[config.mk]
export PLATFORM = sky130hd
export DESIGN_NAME = wdog_timer
export DESIGN_NICKNAME = d
export VERILOG_FILES = /design/src/rtl/wdog_timer.sv
export SDC_FILE = /design/constraint.sdc
export NUM_CORES = 1
export LEC_CHECK = 0
export BUFFER_PORTS_ARGS = -buffer_cell sky130_fd_sc_hd__buf_2
export CAP_MARGIN = 30
export CORE_ASPECT_RATIO = 1.25
export CORE_MARGIN = 2
export CORE_UTILIZATION = 55
export CTS_CLUSTER_SIZE = 8
export DETAILED_ROUTE_END_ITERATION = 6
export GPL_TIMING_DRIVEN = 0
export PLACE_DENSITY = 0.88
export SLEW_MARGIN = 20
export SYNTH_ARGS = -nofsm -noshare
export SYNTH_HDL_FRONTEND = slang
export SYNTH_SLANG_ARGS = --single-unit
[constraint.sdc]
create_clock -name clk -period 2.13 [get_ports clk]
set_input_delay 0.426 -clock clk [delete_from_list [all_inputs] [get_ports clk]]
set_output_delay 0.426 -clock clk [all_outputs]
set_load 0.02 [all_outputs]
[src/rtl/wdog_timer.sv]
module wdog_timer #(
  parameter int MULT_W = 5,
  parameter int RES_W  = 2,
  parameter int ADDR_W = 4,
  parameter logic [ADDR_W-1:0] FLAG_ADDR = 4'd0,
  parameter logic [ADDR_W-1:0] WDOG_ADDR = 4'd7,
  parameter logic [ADDR_W-1:0] DAY_ADDR  = 4'd12
) (
  input  logic              clk,
  input  logic              rst_n,
  input  logic              tick,
  input  logic              sel,
  input  logic              wr_en,
  input  logic              rd_en,
  input  logic [ADDR_W-1:0] addr,
  input  logic [7:0]        wdata,
  output logic [7:0]        rdata,
  output logic              rst_req,
  output logic              irq,
  output logic              wd_flag
);
  localparam int CNT_W   = MULT_W + 2 * ((1 << RES_W) - 1);
  localparam int STEER_B = RES_W + MULT_W;

  logic [7:0]       wreg;
  logic             century;
  logic             active;
  logic [CNT_W-1:0] cnt;

  function automatic logic [CNT_W-1:0] interval(input logic [7:0] v);
    logic [CNT_W-1:0] m;
    m = CNT_W'(v[STEER_B-1:RES_W]);
    return m << {v[RES_W-1:0], 1'b0};
  endfunction

  wire              wr_wd    = sel & wr_en & (addr == WDOG_ADDR);
  wire              wr_day   = sel & wr_en & (addr == DAY_ADDR);
  wire              kick     = sel & rd_en & (addr == FLAG_ADDR);
  wire              load     = wr_wd | kick;
  wire [CNT_W-1:0]  load_val = wr_wd ? interval(wdata) : interval(wreg);
  wire              expire   = active & tick & (cnt == CNT_W'(1)) & ~load;
  wire              hard     = expire & wreg[STEER_B];

  always_ff @(posedge clk) begin
    if (!rst_n) begin
      wreg    <= '0;
      century <= 1'b0;
      active  <= 1'b0;
      cnt     <= '0;
      wd_flag <= 1'b0;
      rst_req <= 1'b0;
      irq     <= 1'b0;
    end else begin
      rst_req <= hard;
      irq     <= expire & ~wreg[STEER_B];

      if (load) begin
        cnt    <= load_val;
        active <= (load_val != '0);
      end else if (active && tick) begin
        cnt <= cnt - CNT_W'(1);
        if (cnt == CNT_W'(1)) active <= 1'b0;
      end

      if (wr_wd)     wreg <= wdata;
      else if (hard) wreg <= '0;

      if (hard)        century <= 1'b0;
      else if (wr_day) century <= wdata[6];

      if (wr_wd)       wd_flag <= 1'b0;
      else if (expire) wd_flag <= 1'b1;
    end
  end

  always_comb begin
    rdata = '0;
    if (addr == FLAG_ADDR)      rdata = {wd_flag, 7'b0};
    else if (addr == WDOG_ADDR) rdata = wreg;
    else if (addr == DAY_ADDR)  rdata = {1'b0, century, 6'b0};
  end

  AST_RST_ONE_CYCLE: assert property (@(posedge clk) disable iff (!rst_n) rst_req |=> !rst_req);
  AST_IRQ_ONE_CYCLE: assert property (@(posedge clk) disable iff (!rst_n) irq |=> !irq);
  AST_ACTIONS_EXCL: assert property (@(posedge clk) disable iff (!rst_n) !(irq && rst_req));
  AST_FLAG_ON_EXPIRY: assert property (@(posedge clk) disable iff (!rst_n) (irq || rst_req) |-> wd_flag);
  AST_HARD_CLEARS: assert property (@(posedge clk) disable iff (!rst_n) rst_req |-> (wreg == 8'h00 && !century));
  AST_WRITE_CLEARS_FLAG: assert property (@(posedge clk) disable iff (!rst_n) wr_wd |=> !wd_flag);
  AST_IDLE_NO_PULSE: assert property (@(posedge clk) disable iff (!rst_n) !active |=> !(irq || rst_req));
  AST_RELOAD_WINS: assert property (@(posedge clk) disable iff (!rst_n) load |=> !(irq || rst_req));
endmodule

Yosys cells after proc, flatten, opt, wreduce, memory -nomap -nowiden
Cells that the tools add are included.

Input bits: 18. Register bits after elaboration: 24. Logic and storage cells: 47. Output and inout port bits: 11.

Bitwise logic cells: 14. Mux-type cells: 11. Equal/unequal tests: 3. Shifts and indexed selects: 2. Add/subtract/negate cells: 1. Reduce and logical (&&, ||, !) cells: 9.

Operators with widths (count): $mux 11 (3); $mux 8 (4); $shl 5x3->11 (2); $eq 11x1->1 const B (1); $reduce_bool 11->1 (1); $sub 11x1->11 const B (1); $and 1x1->1 (10); $mux 7 (1); $reduce_bool 2->1 (3); $eq 4x3->1 const B (1); $eq 4x4->1 const B (1); $logic_not 4->1 (1); $reduce_or 2->1 (2); $mux 1 (3); $not 1->1 (3); $reduce_and 2->1 (1); $logic_and 1x1->1 (1); $or 1x1->1 (1).

Longest topological paths before layout
Gate-level depths: netlist of the first run.

Depth after elaboration: 8. Mapped depth: 7. Depth with buffers taken out: 7.

Worst setup path before layout of the first run
OpenSTA, ideal clock, no wires.

Path kind: reg2reg. From: reg wreg[1]. To: reg active. Setup slack: 0.383 ns. Stages on the path, launching flop included: 6. Data arrival time: 1.628 ns. Buffers on the path: 1. Setup time: 0.119 ns. Required time: 2.011 ns. Cell sequence: dfxtp_1 -> clkbuf_1 -> mux2_2 -> a221oi_1 -> a31oi_1 -> o221a_2.

Longest elaborated chain between the ends: 4.

RTL lines: start, declared (line 25) `logic [7:0] wreg;`; start signal, assigned (line 65) `if (wr_wd) wreg <= wdata;`; $shl 5x3->11 (line 33) `return m << {v[RES_W-1:0], 1'b0};`; $mux 11 (line 40) `wire [CNT_W-1:0] load_val = wr_wd ? interval(wdata) : interval(wreg);`; $reduce_bool 11->1 (line 59) `active <= (load_val != '0);`; $mux 1 (line 57) `if (load) begin`; end signal, assigned (line 59); end, declared (line 27) `logic active;`.

No other way between the ends. A chain may end at the register's enable or synchronous reset.

Worst setup path in the final report of the first run
Ends and elaborated chain as after synthesis.

==> results of run 1 <==
==> cells in the final DEF (no fill, tap or decap), types with 3 or more instances in the layout <==
cell | Yosys | routed
sky130_fd_sc_hd__buf_2 | 1 | 28
sky130_fd_sc_hd__dfxtp_1 | 24 | 24
sky130_fd_sc_hd__nor2_1 | 19 | 19
sky130_fd_sc_hd__nand3_1 | 12 | 12
sky130_fd_sc_hd__clkbuf_1 | 10 | 10
sky130_fd_sc_hd__a21oi_1 | 10 | 10
sky130_fd_sc_hd__nand2_1 | 9 | 9
sky130_fd_sc_hd__xnor2_1 | 7 | 7
sky130_fd_sc_hd__a22oi_1 | 7 | 7
sky130_fd_sc_hd__and2_1 | 6 | 6
sky130_fd_sc_hd__nor3_1 | 6 | 6
sky130_fd_sc_hd__o21ai_0 | 6 | 6
sky130_fd_sc_hd__and3_1 | 5 | 5
sky130_fd_sc_hd__a211oi_1 | 5 | 5
sky130_fd_sc_hd__a31oi_1 | 5 | 5
sky130_fd_sc_hd__mux2_2 | 5 | 5
sky130_fd_sc_hd__inv_1 | 4 | 4
sky130_fd_sc_hd__nand4_1 | 4 | 4
sky130_fd_sc_hd__nor2b_1 | 4 | 4
sky130_fd_sc_hd__mux2i_1 | 4 | 4
sky130_fd_sc_hd__a221oi_1 | 3 | 3
sky130_fd_sc_hd__nand3b_1 | 3 | 3
sky130_fd_sc_hd__a311oi_1 | 3 | 3
sky130_fd_sc_hd__clkbuf_4 | 0 | 3
==> registers in the layout, summed over array words and instances, names as in the netlist <==
register,flops
rst_req,1
century,1
wd_flag,1
cnt,11
wreg,8
active,1
irq,1
==> final timing paths <==
kind	from	endpoint	slack, ns	depth (start not counted)
max	wreg[1]$_SDFFE_PN0P_	active$_SDFFE_PN0P_	0.19	5
min	wdata[7]	wreg[7]$_SDFFE_PN0P_	0.38	3
max reg2reg	wreg[1]$_SDFFE_PN0P_	active$_SDFFE_PN0P_	0.19	5
min reg2reg	wreg[7]$_SDFFE_PN0P_	irq$_SDFF_PN0_	0.53	1
==> metrics by stage <==
stage / cells / utilization
6_report: 264 / 0.636
5_1_grt: 264 / 0.636
4_1_cts: 264 / 0.636
3_3_place_gp: 261 / 0.628
2_1_floorplan: 198 / -
3_5_place_dp: 261 / 0.628
==> worst min-delay path, stage by stage <==
cell and delay (ns):
sky130_fd_sc_hd__buf_2 0.08, sky130_fd_sc_hd__a2bb2oi_1 0.06, sky130_fd_sc_hd__nor2_1 0.08
==> cell usage after synthesis, drive strengths merged, types with 2 or more instances <==
cell type / number / area share
dfxtp: 24 / 0.30
nor2: 19 / 0.044
nand3: 12 / 0.037
a21oi: 11 / 0.036
clkbuf: 10 / 0.023
nand2: 9 / 0.021
a22oi: 7 / 0.032
xnor2: 7 / 0.038
and2: 6 / 0.023
nor3: 6 / 0.019
o21ai: 6 / 0.019
a211oi: 5 / 0.023
a31oi: 5 / 0.019
and3: 5 / 0.019
mux2: 5 / 0.035
inv: 4 / 0.0093
mux2i: 4 / 0.025
nand4: 4 / 0.015
nor2b: 4 / 0.015
a221oi: 3 / 0.016
a311oi: 3 / 0.016
nand3b: 3 / 0.014
a211o: 2 / 0.011
a31o: 2 / 0.011
and4b: 2 / 0.012
ha: 2 / 0.015
nand4b: 2 / 0.011
nor4: 2 / 0.017
o211a: 2 / 0.012
or2: 2 / 0.0077
or3: 2 / 0.0093
xor2: 2 / 0.011
==> per-layer routing <==
layer  vias up  GRT usage  share of wire
met3        12     0.0438          0.065
li1        816          -              -
met1       749      0.341           0.41
met5         -          0              0
met2        82      0.473           0.51
met4         0      0.103          0.019
==> cell families (layout without fill, tap and decap cells) <==
| kind of cell | after synthesis | after routing | synth area share |
|---|---|---|---|
| mux | 9 | 9 | 0.0595 |
| fa+ha+maj | 2 | 2 | 0.0155 |
| flops | 24 | 24 | 0.297 |
| compound gates | 54 | 54 | 0.241 |
| simple gates | 84 | 84 | 0.301 |
| buf+inv | 16 | 46 | 0.0379 |
| xor+xnor | 9 | 9 | 0.0487 |
==> power breakdown <==
| group | switching (mW) | internal, mW | total (mW) | leakage (nW) |
|---|---|---|---|---|
| clock | 0.129 | 0.0661 | 0.195 | 0.0138 |
| combinational | 0.0705 | 0.0507 | 0.121 | 0.522 |
| sequential | 0.00791 | 0.456 | 0.464 | 0.194 |
| total | 0.208 | 0.573 | 0.781 | 0.729 |
==> area by class of cell <==
type / instances / area share
well taps: 36 / 0.0247
flip-flops and latches: 24 / 0.264
repair buffers: 27 / 0.0742
clock buffers: 3 / 0.0124
plain buffers: 11 / 0.0234
inverters: 5 / 0.0103
multi-input cells: 158 / 0.591
==> parameters.txt, run 1 <==
Parameter                              Value

Timing
  Total Neg Setup Slack    0 ns
  Count of final setup violators    0
  Clock Skews    about 0.0072 ns
  Setup repair after global routing missed its margin    false
  PnR worst setup slack    0.194 ns
  Max-slew violation count    0
  Worst-margin pin slew    0.655 ns
  Shortest clock period the worst path allows after layout    between 1.5 and 2 ns
  Max_slew headroom    0.561
  Achievable Freq    517 MHz
  Count of final hold-check violations    0
  Min Hold Slack    about 0.38 ns
  Final Cycle Share    0.909

Drt
  DRC marker count from the first detailed-route iteration    approximately 120
  Via count of the routed design    roughly 1700
  DRT Pass-1 Iters    5
  Total DRC errors in the routed layout    0
  Total Wirelength    4.19 mm
  Detail-routed net length per standard cell    between 15 and 20 um
  Number of nets with antenna violations after detailed routing    0
  Ratio of routed vias to standard cells    around 6.3

Global route
  Grt ovf    0
  Pin count of the biggest net entering global routing    13
  Number of global-route vias before repair    about 1600
  Global-route wire length before repair    between 7 and 8 mm
  Antenna violations before repair    0
  Overall track demand over capacity in global routing    0.277

Clock tree
  Total CTS buffers    3
  Clock latency at the later pin of the worst-skew pair    between 0.3 and 0.4 ns
  Clock H-tree levels    1
  Clock transition time at the flip-flop clock pins of the worst setup and hold paths    between 0.1 and 0.15 ns
  Count of instances resized after the clock tree is built    0
  Clock tree from TritonCTS    built
  Hold-fix buffers at CTS    0
  Post CTS Setup Buffer Count    0
  Clock Tree Root    sky130_fd_sc_hd__clkbuf_4
  Clock tree sinks    24
  Buffer depth of the longest clock path    2

Logic synthesis
  Post-synthesis instance total    about 200
  Sequential element share of the synthesized area    0.297
  Unique masters post-synth    50
  Number of synthesized flops with an enable pin    0
  Number of flip-flops and latches in the synthesized netlist    24
  Synthesized area    around 0.0016 sq mm
  Most used flip-flop cell after synthesis    sky130_fd_sc_hd__dfxtp_1
  Proportion of synthesized flip-flops having asynchronous set or reset    0
  Warnings, synthesis    0
  Syn_area_per_cell    between 8 and 9 sq um
  Nets in the synthesized netlist    about 220

Floorplanning
  Overall die height    ~65 um
  Row count    22
  Initial cell density of the core    0.565
  Ports    29
  Area enclosed by the die boundary    around 0.0034 sq mm
  Area of the core    0.00286 sq mm
  Die Width    ~53 um

Worst setup path
  Critical path buffers and inverters    1
  Worst-path cell chain    clkbuf_1, mux2_2, a221oi_1, a31oi_1, o221a_2
  Standard cell with the maximum stage delay on the critical path    sky130_fd_sc_hd__mux2_2
  Worst endpoint data arrival time    around 2.2 ns
  Kind of launch point of the worst setup path    flop
  Slowest stage delay, CP    about 0.40 ns
  Crit path capture type    flop
  Worst Path Class, Setup    flop to flop
  Crit path max fanout    10
  Required time of the worst setup path    about 2.3 ns
  Top delay family on crit path    compound AO/OA/AOI/OAI gates

Placement
  Number of input and output port buffers inserted    27
  Routability congestion estimate    about 0.94
  Placed cell area    around 0.0018 sq mm
  Half-perimeter wire length of the detailed placement result    ~3.2 mm
  Place WS    ~0.012 ns

Status
  Run status    finished clean

Pwr
  Cell leakage power    approximately 0.73 nW
  Sum of internal, switching and leakage power    around 0.78 mW
  Maximum vdd drop    between 300 and 400 uV
  Power density cells    between 400 and 500 mW/mm^2

Cells and area
  Layout overhead on the synthesized area    12.5%
  Diodes inserted    0
  Multi-input logic area    0.00108 sq mm
  Sequential Area    approximately 480 sq um
  Filler Cells Inserted    around 260
  Ratio of cells with drive above 1 in the final layout    0.206
  Post-layout net count    250
  Post-route standard cell area excluding fillers    between 0.0015 and 0.002 sq mm

Job
  Count of max-cap constraint violations    0

Min path
  Worst min-delay path category    primary input to flop
(Power assumes the default switching activity.)
==> run 2: changes to the inputs <==
--- a/config.mk
+++ b/config.mk
@@ -13,5 +13,4 @@
 export CTS_CLUSTER_SIZE = 8
 export DETAILED_ROUTE_END_ITERATION = 6
-export GPL_TIMING_DRIVEN = 0
 export PLACE_DENSITY = 0.88
 export SLEW_MARGIN = 20
==> constraint.sdc (replaced) <==
create_clock -name clk -period 2.13 [get_ports clk]
set_input_delay 0.426 -clock clk [delete_from_list [all_inputs] [get_ports clk]]
set_output_delay 0.426 -clock clk [all_outputs]
set_load 0.05 [all_outputs]
==> parameters.txt, run 2 (synthesis results as in run 1) <==
Parameter                              Value

Placement
  Half-perimeter wire length of the detailed placement result    between 3 and 4 mm
  Number of input and output port buffers inserted    28
  Routability congestion estimate    between 1 and 1.5

Timing
  Clock Skews    0.00403 ns
  Worst-margin pin slew    ~0.45 ns
  Total Neg Setup Slack    0 ns
  Count of final hold-check violations    0
  Setup repair after global routing missed its margin    false
  Count of final setup violators    0
  Final Cycle Share    0.869
  Shortest clock period the worst path allows after layout    approximately 1.9 ns
  Max-slew violation count    0
  Achievable Freq    ~540 MHz
  Max_slew headroom    0.694

Worst setup path
  Crit path capture type    flop
  Slowest stage delay, CP    roughly 0.47 ns
  Top delay family on crit path    simple AND/OR/NAND/NOR gates
  Worst endpoint data arrival time    2.07 ns
  Required time of the worst setup path    ~2.4 ns
  Critical path buffers and inverters    0
  Worst-path cell chain    nor4_1, and4_1, and3_1, a2bb2oi_1, nor2_1
  Kind of launch point of the worst setup path    flop
  Standard cell with the maximum stage delay on the critical path    sky130_fd_sc_hd__nor4_1
  Crit path max fanout    6
  Worst Path Class, Setup    flop to flop

Cells and area
  Most common library cell in the layout ignoring fill and taps    sky130_fd_sc_hd__buf_2
  Largest register FFs    11
  Ratio of cells with drive above 1 in the final layout    0.247
  Layout overhead on the synthesized area    14.4%
  Largest reg by FF count    cnt
  Final Core Density    0.646
  Commonest non-fill, non-tap cells in the layout    sky130_fd_sc_hd__buf_2 (28), sky130_fd_sc_hd__dfxtp_1 (24), sky130_fd_sc_hd__nor2_1 (19), sky130_fd_sc_hd__nand3_1 (12), sky130_fd_sc_hd__a21oi_1 (10)
  Post-layout net count    249
  Largest registers ranked by flip-flop count    cnt: 11 flops, wreg: 8 flops
  Diodes inserted    0
  Filler Cells Inserted    261

Clock tree
  Clock tree sinks    24
  Clock transition time at the flip-flop clock pins of the worst setup and hold paths    approximately 0.12 ns
  Total CTS buffers    3
  Clock tree from TritonCTS    built
  Buffer depth of the longest clock path    2
  Hold-fix buffers at CTS    0
  Clock latency at the later pin of the worst-skew pair    0.31 ns
  Count of instances resized after the clock tree is built    0
  Clock H-tree levels    1
  Post CTS Setup Buffer Count    0
  Clock Tree Root    sky130_fd_sc_hd__clkbuf_4

Drt
  DRC marker count from the first detailed-route iteration    53
  DRT Pass-1 Iters    5
  Number of nets with antenna violations after detailed routing    0
  Total Wirelength    around 4 mm
  Ratio of routed vias to standard cells    around 6.3
  Total DRC errors in the routed layout    0
  Detail-routed net length per standard cell    15.6 um
  Via count of the routed design    roughly 1700

Global route
  Antenna violations before repair    0
  Most Crowded Layer GR    met2
  Met3 Track Usage GR    0.0207
  Global-route met1 utilization    0.344
  Overall track demand over capacity in global routing    0.264
  Global-route wire length before repair    6.82 mm
  Fraction of met2 tracks used by global routing    0.433
  Pin count of the biggest net entering global routing    18
  Grt ovf    0
  Number of global-route vias before repair    between 1500 and 2000

Floorplanning
  Row count    22
  Overall die height    about 65 um
  Ports    29
  Area of the core    approximately 0.0029 sq mm
  Initial cell density of the core    0.565
  Area enclosed by the die boundary    0.00339 sq mm
  Die Width    roughly 53 um

Pwr
  Cell leakage power    0.759 nW
  Power density cells    around 420 mW/mm^2
  Maximum vdd drop    around 370 uV

Job
  Count of max-cap constraint violations    0

Min path
  Worst min-delay path category    primary input to flop

Status
  Run status    finished clean
## run 2: changes by cell type in the layout (fill, tap and decap cells not counted)
cell / change
sky130_fd_sc_hd__a21boi_1: +1
sky130_fd_sc_hd__clkbuf_1: -10
sky130_fd_sc_hd__a21boi_0: -1
sky130_fd_sc_hd__buf_4: +9
## run 2: area by class of cell
class | instances | area, sq um | area share
repair buffers | 37 | 208 | 0.112
well taps | 36 | 45.0 | 0.0243
inverters | 5 | 18.8 | 0.0101
flip-flops and latches | 24 | 480 | 0.260
multi-input cells | 158 | 1080 | 0.581
clock buffers | 3 | 22.5 | 0.0122
## run 2: tightest hold or removal path, stage by stage
cell and delay (ns):
sky130_fd_sc_hd__buf_2 0.09, sky130_fd_sc_hd__a2bb2oi_1 0.07, sky130_fd_sc_hd__nor2_1 0.08
## run 2: where the power goes
part           internal (mW)  switching [mW]
registers              0.456         0.00841
logic                 0.0530          0.0711
clock network         0.0662           0.126
total                  0.575           0.205
## run 2: metrics by stage
stage	cells	power, mW	cell area, sq um	hold WS [ns]	setup slack, ns
after global placement	260	0.594	1830	0.481	0.212
final	263	0.781	1850	0.384	0.279
after floorplan	198	0.546	1620	0.445	0.172
after CTS	263	0.781	1850	0.379	0.305
after detailed placement	260	0.596	1830	0.496	0.159
after global routing	263	0.808	1850	0.377	0.199
## run 2: layer usage
metal / up-vias / share of wire
li1: 812 / -
met1: 772 / 0.42
met2: 55 / 0.51
met3: 11 / 0.041
met4: 0 / 0.028
met5: - / 0
## run 2: path summary, 6_finish.rpt
kind / start / slack, ns / cells after the start / end
setup reg to reg: cnt[4]$_SDFFE_PN0P_ / 0.28 / 5 / wreg[7]$_SDFFE_PN0P_
hold reg to reg: wreg[7]$_SDFFE_PN0P_ / 0.53 / 1 / irq$_SDFF_PN0_
hold / removal: wdata[7] / 0.38 / 3 / wreg[7]$_SDFFE_PN0P_
setup / recovery: cnt[4]$_SDFFE_PN0P_ / 0.28 / 5 / wreg[7]$_SDFFE_PN0P_
